### src/rtl/ovl_pkg.sv
package ovl_pkg;

   typedef enum logic [1:0] {
      MODE_RAM_RO = 2'b00,
      MODE_ROM_WC = 2'b01,
      MODE_ROM_RO = 2'b10,
      MODE_RAM_WC = 2'b11
   } ovl_mode_e;

   typedef enum logic [1:0] {
      RGN_NONE   = 2'b00,
      RGN_SWITCH = 2'b01,
      RGN_WINDOW = 2'b10,
      RGN_HIGH   = 2'b11
   } ovl_region_e;

   typedef struct packed {
      logic mapped;
      logic rd_en;
      logic wr_en;
      logic bank_hi;
   } ovl_state_t;

endpackage

### src/rtl/ovl_region_decode.sv
module ovl_region_decode
   import ovl_pkg::*;
#(
   parameter int unsigned ADDR_W   = 16,
   parameter int unsigned SW_BASE  = 32'hC080,
   parameter int unsigned SW_AW    = 4,
   parameter int unsigned BANK_BIT = 3,
   parameter int unsigned WIN_BASE = 32'hD000,
   parameter int unsigned WIN_AW   = 12,
   parameter int unsigned HI_BASE  = 32'hE000,
   parameter int unsigned HI_AW    = 13
) (
   input  logic [ADDR_W-1:0] addr,
   output ovl_region_e       region,
   output ovl_mode_e         mode,
   output logic              bank_bit
);

   localparam logic [ADDR_W-1:0] SW_TAG  = ADDR_W'(SW_BASE >> SW_AW);
   localparam logic [ADDR_W-1:0] WIN_TAG = ADDR_W'(WIN_BASE >> WIN_AW);
   localparam logic [ADDR_W-1:0] HI_TAG  = ADDR_W'(HI_BASE >> HI_AW);

   generate
      if (SW_AW < 3 || BANK_BIT >= SW_AW || BANK_BIT < 2) begin : g_bad_sw
         $error("switch range must hold the two mode bits and the bank bit");
      end
      if ((SW_BASE % (1 << SW_AW)) != 0) begin : g_bad_sw_align
         $error("switch base not aligned to its range");
      end
      if ((WIN_BASE % (1 << WIN_AW)) != 0 || (HI_BASE % (1 << HI_AW)) != 0) begin : g_bad_align
         $error("overlay regions must be aligned to their size");
      end
      if (HI_BASE + (1 << HI_AW) > (1 << ADDR_W)) begin : g_bad_top
         $error("upper bank exceeds address space");
      end
   endgenerate

   logic sw_hit, win_hit, hi_hit;

   always_comb begin
      sw_hit  = (addr >> SW_AW)  == SW_TAG;
      win_hit = (addr >> WIN_AW) == WIN_TAG;
      hi_hit  = (addr >> HI_AW)  == HI_TAG;
      if (sw_hit)       region = RGN_SWITCH;
      else if (win_hit) region = RGN_WINDOW;
      else if (hi_hit)  region = RGN_HIGH;
      else              region = RGN_NONE;
      mode     = ovl_mode_e'(addr[1:0]);
      bank_bit = addr[BANK_BIT];
   end

endmodule

### src/rtl/ovl_switch_fsm.sv
module ovl_switch_fsm
   import ovl_pkg::*;
#(
   parameter int unsigned WR_GRANT_CNT = 2
) (
   input  logic       clk,
   input  logic       rst_n,
   input  logic       sw_access,
   input  logic       sw_write,
   input  ovl_mode_e  mode,
   input  logic       bank_bit,
   output ovl_state_t state
);

   localparam int unsigned CNT_W = $clog2(WR_GRANT_CNT + 1);

   generate
      if (WR_GRANT_CNT < 1) begin : g_bad_grant
         $error("grant count must be at least one");
      end
   endgenerate

   logic [CNT_W-1:0] cnt, cnt_n, cnt_inc;
   ovl_state_t       st_n;

   always_comb begin
      cnt_inc = (cnt == CNT_W'(WR_GRANT_CNT)) ? cnt : cnt + 1'b1;
      st_n    = state;
      cnt_n   = cnt;
      if (sw_access) begin
         st_n.mapped  = 1'b1;
         st_n.bank_hi = bank_bit;
         st_n.rd_en   = (mode == MODE_RAM_RO) || (mode == MODE_RAM_WC);
         if (mode == MODE_RAM_RO || mode == MODE_ROM_RO) begin
            cnt_n      = '0;
            st_n.wr_en = 1'b0;
         end else if (sw_write) begin
            cnt_n = '0;
         end else begin
            cnt_n = cnt_inc;
            if (cnt_inc >= CNT_W'(WR_GRANT_CNT)) st_n.wr_en = 1'b1;
         end
      end
   end

   always_ff @(posedge clk) begin
      if (!rst_n) begin
         state <= '0;
         cnt   <= '0;
      end else begin
         state <= st_n;
         cnt   <= cnt_n;
      end
   end

   // counter never passes the grant value
   a_r6_cnt_saturates: assert property (@(posedge clk) disable iff (!rst_n)
      cnt <= CNT_W'(WR_GRANT_CNT));

   // permission appears only with a full count
   a_r6_grant_needs_count: assert property (@(posedge clk) disable iff (!rst_n)
      $rose(state.wr_en) |-> cnt == CNT_W'(WR_GRANT_CNT));

   // switch write clears count and never grants
   a_r7_write_no_grant: assert property (@(posedge clk) disable iff (!rst_n)
      (sw_access && sw_write) |=> (cnt == '0) && !$rose(state.wr_en));

   // clearing codes drop permission
   a_r5_clear_codes: assert property (@(posedge clk) disable iff (!rst_n)
      (sw_access && !mode[0]) |=> !state.wr_en && cnt == '0);

   // no strobe, no change
   a_r10_idle_stable: assert property (@(posedge clk) disable iff (!rst_n)
      !sw_access |=> $stable(state) && $stable(cnt));

endmodule

### src/rtl/ovl_bus_route.sv
module ovl_bus_route
   import ovl_pkg::*;
#(
   parameter int unsigned ADDR_W = 16,
   parameter int unsigned DATA_W = 8,
   parameter int unsigned WIN_AW = 12,
   parameter int unsigned HI_AW  = 13,
   parameter int unsigned RAM_AW = 14
) (
   input  logic              clk,
   input  logic              rst_n,
   input  logic              valid,
   input  logic              we,
   input  logic [ADDR_W-1:0] addr,
   input  ovl_region_e       region,
   input  ovl_state_t        state,
   input  logic [DATA_W-1:0] ram_rdata,
   input  logic [DATA_W-1:0] rom_rdata,
   output logic [DATA_W-1:0] bus_rdata,
   output logic              ram_cs,
   output logic              ram_we,
   output logic [RAM_AW-1:0] ram_addr,
   output logic              rom_cs
);

   localparam logic [RAM_AW-1:0] HI_OFFSET = RAM_AW'(2 << WIN_AW);

   generate
      if ((2 << WIN_AW) + (1 << HI_AW) > (1 << RAM_AW)) begin : g_bad_ram
         $error("RAM address too narrow for both banks and upper bank");
      end
   endgenerate

   logic overlay, rd_ram, wr_ram;

   always_comb begin
      overlay = valid && (region == RGN_WINDOW || region == RGN_HIGH);
      rd_ram  = overlay && !we && state.mapped && state.rd_en;
      wr_ram  = overlay &&  we && state.mapped && state.wr_en;
      ram_cs  = rd_ram || wr_ram;
      ram_we  = wr_ram;
      rom_cs  = overlay && !we && !rd_ram;
      if (region == RGN_HIGH)
         ram_addr = HI_OFFSET + RAM_AW'(addr[HI_AW-1:0]);
      else
         ram_addr = RAM_AW'({state.bank_hi, addr[WIN_AW-1:0]});
      if (rd_ram)      bus_rdata = ram_rdata;
      else if (rom_cs) bus_rdata = rom_rdata;
      else             bus_rdata = '0;
   end

   // RAM and ROM never selected together
   a_r8_exclusive: assert property (@(posedge clk) disable iff (!rst_n)
      !(ram_cs && rom_cs));

   // write strobe only with write permission
   a_r8_we_gated: assert property (@(posedge clk) disable iff (!rst_n)
      ram_we |-> state.wr_en && ram_cs && !rom_cs);

   // switch reads return zero
   a_r2_switch_zero: assert property (@(posedge clk) disable iff (!rst_n)
      (valid && !we && region == RGN_SWITCH) |-> bus_rdata == '0 && !ram_cs && !rom_cs);

endmodule

### src/rtl/rom_overlay_ctrl.sv
module rom_overlay_ctrl
   import ovl_pkg::*;
#(
   parameter int unsigned ADDR_W       = 16,
   parameter int unsigned DATA_W       = 8,
   parameter int unsigned SW_BASE      = 32'hC080,
   parameter int unsigned WIN_BASE     = 32'hD000,
   parameter int unsigned WIN_AW       = 12,
   parameter int unsigned HI_BASE      = 32'hE000,
   parameter int unsigned HI_AW        = 13,
   parameter int unsigned WR_GRANT_CNT = 2,
   localparam int unsigned RAM_AW = $clog2((2 << WIN_AW) + (1 << HI_AW))
) (
   input  logic              clk,
   input  logic              rst_n,
   input  logic              bus_valid,
   input  logic              bus_we,
   input  logic [ADDR_W-1:0] bus_addr,
   input  logic [DATA_W-1:0] bus_wdata,
   output logic [DATA_W-1:0] bus_rdata,
   input  logic [DATA_W-1:0] ram_rdata,
   input  logic [DATA_W-1:0] rom_rdata,
   output logic              ram_cs,
   output logic              ram_we,
   output logic [RAM_AW-1:0] ram_addr,
   output logic [DATA_W-1:0] ram_wdata,
   output logic              rom_cs
);

   ovl_region_e region;
   ovl_mode_e   mode;
   logic        bank_bit;
   ovl_state_t  state;

   ovl_region_decode #(
      .ADDR_W(ADDR_W), .SW_BASE(SW_BASE), .SW_AW(4), .BANK_BIT(3),
      .WIN_BASE(WIN_BASE), .WIN_AW(WIN_AW), .HI_BASE(HI_BASE), .HI_AW(HI_AW)
   ) u_dec (
      .addr(bus_addr), .region(region), .mode(mode), .bank_bit(bank_bit)
   );

   ovl_switch_fsm #(.WR_GRANT_CNT(WR_GRANT_CNT)) u_fsm (
      .clk(clk), .rst_n(rst_n),
      .sw_access(bus_valid && region == RGN_SWITCH),
      .sw_write(bus_we), .mode(mode), .bank_bit(bank_bit), .state(state)
   );

   ovl_bus_route #(
      .ADDR_W(ADDR_W), .DATA_W(DATA_W), .WIN_AW(WIN_AW), .HI_AW(HI_AW), .RAM_AW(RAM_AW)
   ) u_route (
      .clk(clk), .rst_n(rst_n), .valid(bus_valid), .we(bus_we), .addr(bus_addr),
      .region(region), .state(state), .ram_rdata(ram_rdata), .rom_rdata(rom_rdata),
      .bus_rdata(bus_rdata), .ram_cs(ram_cs), .ram_we(ram_we),
      .ram_addr(ram_addr), .rom_cs(rom_cs)
   );

   assign ram_wdata = bus_wdata;

   // first cycle out of reset is unmapped
   a_r1_reset_unmapped: assert property (@(posedge clk) disable iff (!rst_n)
      $rose(rst_n) |-> !ram_cs);

endmodule

### config.mk
export PLATFORM = sky130hd
export DESIGN_NAME = rom_overlay_ctrl
export DESIGN_NICKNAME = d
export VERILOG_FILES = /design/src/rtl/ovl_pkg.sv /design/src/rtl/ovl_region_decode.sv /design/src/rtl/ovl_switch_fsm.sv /design/src/rtl/ovl_bus_route.sv /design/src/rtl/rom_overlay_ctrl.sv
export SDC_FILE = /design/constraint.sdc
export NUM_CORES = 1
export LEC_CHECK = 0
export BUFFER_PORTS_ARGS = -buffer_cell sky130_fd_sc_hd__buf_2
export CAP_MARGIN = 20
export CORE_UTILIZATION = 33
export CTS_CLUSTER_DIAMETER = 50
export CTS_CLUSTER_SIZE = 20
export DETAILED_ROUTE_END_ITERATION = 8
export GPL_TIMING_DRIVEN = 0
export PLACE_DENSITY = 0.79
export SLEW_MARGIN = 30
export SYNTH_ARGS = -nofsm -noshare
export SYNTH_HDL_FRONTEND = slang
export SYNTH_SLANG_ARGS = --single-unit
### constraint.sdc
create_clock -name clk -period 1.3 [get_ports clk]
set_clock_uncertainty 0.05 [all_clocks]
set_input_delay 0.13 -clock clk [delete_from_list [all_inputs] [get_ports clk]]
set_output_delay 0.13 -clock clk [all_outputs]
set_load 0.05 [all_outputs]
==> results list <==
- Layout overhead on the synthesized area: 113.0%
- The final count of pins violating max slew was 0.
- After detailed placement, the design holds a cell count of 184.
- Mapped cell area: between 600 and 700 sq um
- The via count of the first global-routing pass came to 818.
- Data arrival time of the critical path: 1.21 ns
* DR WL/cell: between 10 and 15 um
- The average instance in the mapped netlist occupies ~7.3 sq um.
- Clock root buffer: sky130_fd_sc_hd__clkbuf_4
- Number of setup violations in the final report: 9
* Synth Area in Simple Gates: 0.2931
- The synthesized design contains 6 register bits.
- From bottom edge to top edge, the die measures between 40 and 50 um.
- Final weighted congestion of routability-driven global placement: 0.7003
- In the finished design, the share of the clock period the worst path needs comes to 1.072.
- Top fanout value on the critical path: 8
* Post-DRT Antenna Nets: 0
* Clock tree buffer depth: 2
- After clock tree synthesis, the clock-pin slew on the worst setup and hold paths is approximately 0.050 ns.
* Detailed-route via count: 927
- Global-route wire length before repair: 3.525 mm
- Share of the core filled with cells: 0.7890
- # H-tree levels: 1
* Warnings, synthesis: 0
* Worst skew pair latency: 0.25 ns
* Top-level I/O count: slightly below 80
* Share of the synthesized netlist area taken by xor and xnor gates: 0
* Post-route worst setup slack: -0.09395 ns
- The path class of the tightest hold or removal check is input pin to flop.
* Final cell count without fillers: around 190
- The smallest clock period supported by the final layout is computed as 1.394 ns.
* Initial core utilization: 0.3704
- Buffers placed on the I/O ports in this run total 66.
- The worst setup path is captured at an output port.
* Cell leakage power: 0.6811 nW
- Final hold analysis gives a worst-case slack of approximately 0.074 ns.
- DRC violation count after routing: 0
- Synthesis produced 93 cells.
- The total overflow left after global routing is 0.
- Number of iterations in the first detailed-routing pass: 4
- Setup repair after global routing could not meet its margin everywhere.
- The final-report hold violation count is 0.
- Number of standard-cell rows in the floorplan: 15
* Required time worst endpoint: 1.12 ns
- In this run, CTS created clock tree buffers numbering 3.
- Core ar.: 1821 sq um
* Cell type with the highest aggregate area in the netlist: sky130_fd_sc_hd__buf_4
- Across the run, the number of max-cap violations was 0.
* Global-route usage over all layers: 0.2331
- Startpoint-to-endpoint class of the critical path: flop to output port
- Maximum clock rate: between 700 and 800 MHz
- Failing checks: setup timing
* Placed standard-cell area: 1172 sq um
- Fraction of final layout cells sized beyond drive strength 1: 0.7711
* Areal power density over the cells: 493.7 nW/um^2
- Area share of the leading cell type in the synthesized netlist: 0.2226
- Fill cells in the final layout number 117.
* Share of the yosys chip area belonging to registers: 0.1781
* Die Footprint: 2228 sq um
* Worst slew pin tran: 0.3342 ns
* Pin count of the biggest net entering global routing: 11
- Sinks on Clock Net: 6
* Initial antenna violation count: 0
* Clock tree from TritonCTS: built
- The flow ran to the end, but the final reports show violations.
- At the end of the flow, the number of nets in the layout was 215.
* Post-synth net total: 140
- Across the VDD grid, the largest voltage drop is 0.5965 mV.
- Largest family of logic cells by synthesized area: simple AND/OR/NAND/NOR gates
* Via density: around 4.9
- Distinct cells, synth: 25
- The HPWL after detailed placement is 1.728 mm.
- STA classifies the critical path startpoint as a flop.
* Die Wd: 47.21 um
- Post-detailed-routing wire length: 2.561 mm
- Layout Cell Area excl Fill: around 1400 sq um
* Adder and majority gate portion of the synthesized area: 0.05566
* Number of diodes: 0
* Multiplexer area fraction after synthesis: 0.01670
- Cells taking the most area after synthesis: sky130_fd_sc_hd__buf_4, sky130_fd_sc_hd__dfxtp_1, sky130_fd_sc_hd__nand2_1
* Compound-cell area share of the yosys netlist: 0.1725
- First-iteration detailed-routing DRC count: 8
- Relative slew margins: 0.7772
## metrics by stage
stage | worst slack, ns | power, mW | setup TNS (ns)
after global routing | -0.1279 | 0.7485 | -0.9594
final | -0.09395 | 0.7091 | -0.5155
after global placement | -0.1353 | 0.5179 | -1.198
after CTS | -0.06989 | 0.7164 | -0.5340
after detailed placement | -0.1704 | 0.5241 | -1.489
after floorplan | 0.06121 | 0.4242 | 0
## synth_stat cells
library cell / number
sky130_fd_sc_hd__and4_1: 1
sky130_fd_sc_hd__nand3_1: 10
sky130_fd_sc_hd__o2111ai_1: 2
sky130_fd_sc_hd__nor3b_1: 1
sky130_fd_sc_hd__o21ai_0: 2
sky130_fd_sc_hd__nor4_1: 1
sky130_fd_sc_hd__nor4b_4: 1
sky130_fd_sc_hd__o211a_1: 1
sky130_fd_sc_hd__dfxtp_1: 6
sky130_fd_sc_hd__nor2_1: 1
sky130_fd_sc_hd__buf_4: 20
sky130_fd_sc_hd__o21ai_1: 1
sky130_fd_sc_hd__and3_1: 1
sky130_fd_sc_hd__ha_1: 3
sky130_fd_sc_hd__buf_6: 1
sky130_fd_sc_hd__nand3_2: 1
sky130_fd_sc_hd__o21ai_2: 1
sky130_fd_sc_hd__o21a_1: 2
sky130_fd_sc_hd__mux2_2: 1
sky130_fd_sc_hd__inv_1: 5
sky130_fd_sc_hd__nor4b_2: 1
sky130_fd_sc_hd__nand2_1: 16
sky130_fd_sc_hd__a21oi_1: 10
sky130_fd_sc_hd__and2_1: 1
sky130_fd_sc_hd__clkbuf_1: 3
## power by group
part / switching [mW] / leakage [nW] / internal [mW] / total [mW]
Combinational: 0.229 / 0.617 / 0.127 / 0.356
Sequential: 0.0000290 / 0.0499 / 0.180 / 0.180
Clock: 0.0685 / 0.0138 / 0.105 / 0.173
Total: 0.297 / 0.681 / 0.412 / 0.709
## per-layer routing
| layer | global-route usage | routed length, um |
|---|---|---|
| met5 | 0 | 0 |
| met4 | 0.1029 | 35 |
| met3 | 0.04231 | 151 |
| met2 | 0.4528 | 1483 |
| met1 | 0.2392 | 890 |
## cell families after synthesis
family | Yosys count
AO/OA/AOI/OAI | 19
adder cells (fa/ha/maj) | 3
buffers and inverters | 29
flip-flops | 6
multiplexers | 1
AND/OR/NAND/NOR | 35
## cell usage in the layout, fill, tap and decap left out
| master | instances |
|---|---|
| sky130_fd_sc_hd__ha_1 | 3 |
| sky130_fd_sc_hd__buf_8 | 3 |
| sky130_fd_sc_hd__nand2_1 | 13 |
| sky130_fd_sc_hd__buf_4 | 21 |
| sky130_fd_sc_hd__buf_2 | 55 |
| sky130_fd_sc_hd__o211a_1 | 1 |
| sky130_fd_sc_hd__nand2_2 | 1 |
| sky130_fd_sc_hd__buf_12 | 1 |
| sky130_fd_sc_hd__nor3b_1 | 1 |
| sky130_fd_sc_hd__o21ai_2 | 1 |
| sky130_fd_sc_hd__mux2_2 | 1 |
| sky130_fd_sc_hd__a21oi_4 | 10 |
| sky130_fd_sc_hd__and2_1 | 1 |
| sky130_fd_sc_hd__nor4b_2 | 1 |
| sky130_fd_sc_hd__o2111ai_4 | 1 |
| sky130_fd_sc_hd__dfxtp_4 | 2 |
| sky130_fd_sc_hd__buf_6 | 11 |
| sky130_fd_sc_hd__and4_1 | 1 |
| sky130_fd_sc_hd__nor4b_4 | 1 |
| sky130_fd_sc_hd__clkbuf_1 | 1 |
| sky130_fd_sc_hd__o2111ai_2 | 1 |
| sky130_fd_sc_hd__o21a_1 | 2 |
| sky130_fd_sc_hd__clkbuf_8 | 2 |
| sky130_fd_sc_hd__nand2_4 | 2 |
| sky130_fd_sc_hd__clkbuf_4 | 3 |
| sky130_fd_sc_hd__dfxtp_1 | 4 |
| sky130_fd_sc_hd__nor2_2 | 1 |
| sky130_fd_sc_hd__and3_2 | 1 |
| sky130_fd_sc_hd__nand3_4 | 3 |
| sky130_fd_sc_hd__nor4_1 | 1 |
| sky130_fd_sc_hd__nand3_1 | 2 |
| sky130_fd_sc_hd__inv_1 | 5 |
| sky130_fd_sc_hd__nand3_2 | 6 |
| sky130_fd_sc_hd__o21ai_0 | 2 |
| sky130_fd_sc_hd__o21ai_1 | 1 |
## registers in the layout, summed over array words and instances (netlist names)
name / flops
u_fsm.state: 4
u_fsm.cnt: 2
## worst paths after layout
kind	startpoint	end	slack, ns	cells after the start
max	u_fsm.state[2]	bus_rdata[4]	-0.09	4
min	bus_addr[3]	u_fsm.state[0]	0.07	3
max reg2reg	u_fsm.cnt[0]	u_fsm.cnt[1]	0.34	4
min reg2reg	u_fsm.cnt[1]	u_fsm.cnt[1]	0.40	2
## timing repair
item | in CTS | in global routing
pin swaps | 2 | 2
gates resized for setup | 44 | 8
hold endpoints to repair | 0 | 0
hold buffers | 0 | 0
gates cloned | 2 | 0
endpoints found under the setup margin | 11 | 11
setup buffers | 2 | 0
## critical path, cell delays in order, from the launching register on
cell	delay (ns)
sky130_fd_sc_hd__dfxtp_4	0.37
sky130_fd_sc_hd__nand2_4	0.13
sky130_fd_sc_hd__nand2_1	0.13
sky130_fd_sc_hd__a21oi_4	0.17
sky130_fd_sc_hd__buf_6	0.17
## final cells by class
class	count	area [sq um]	area share
Multi-Input combinational cell	58	583.1	0.4059
Timing Repair Buffer	70	459.2	0.3197
Clock buffer	3	22.52	0.01568
Tap cell	25	31.28	0.02178
Buffer	24	193.9	0.1350
Sequential cell	6	127.6	0.08885
Inverter	5	18.77	0.01307
Power figures use the tool's default switching activity.
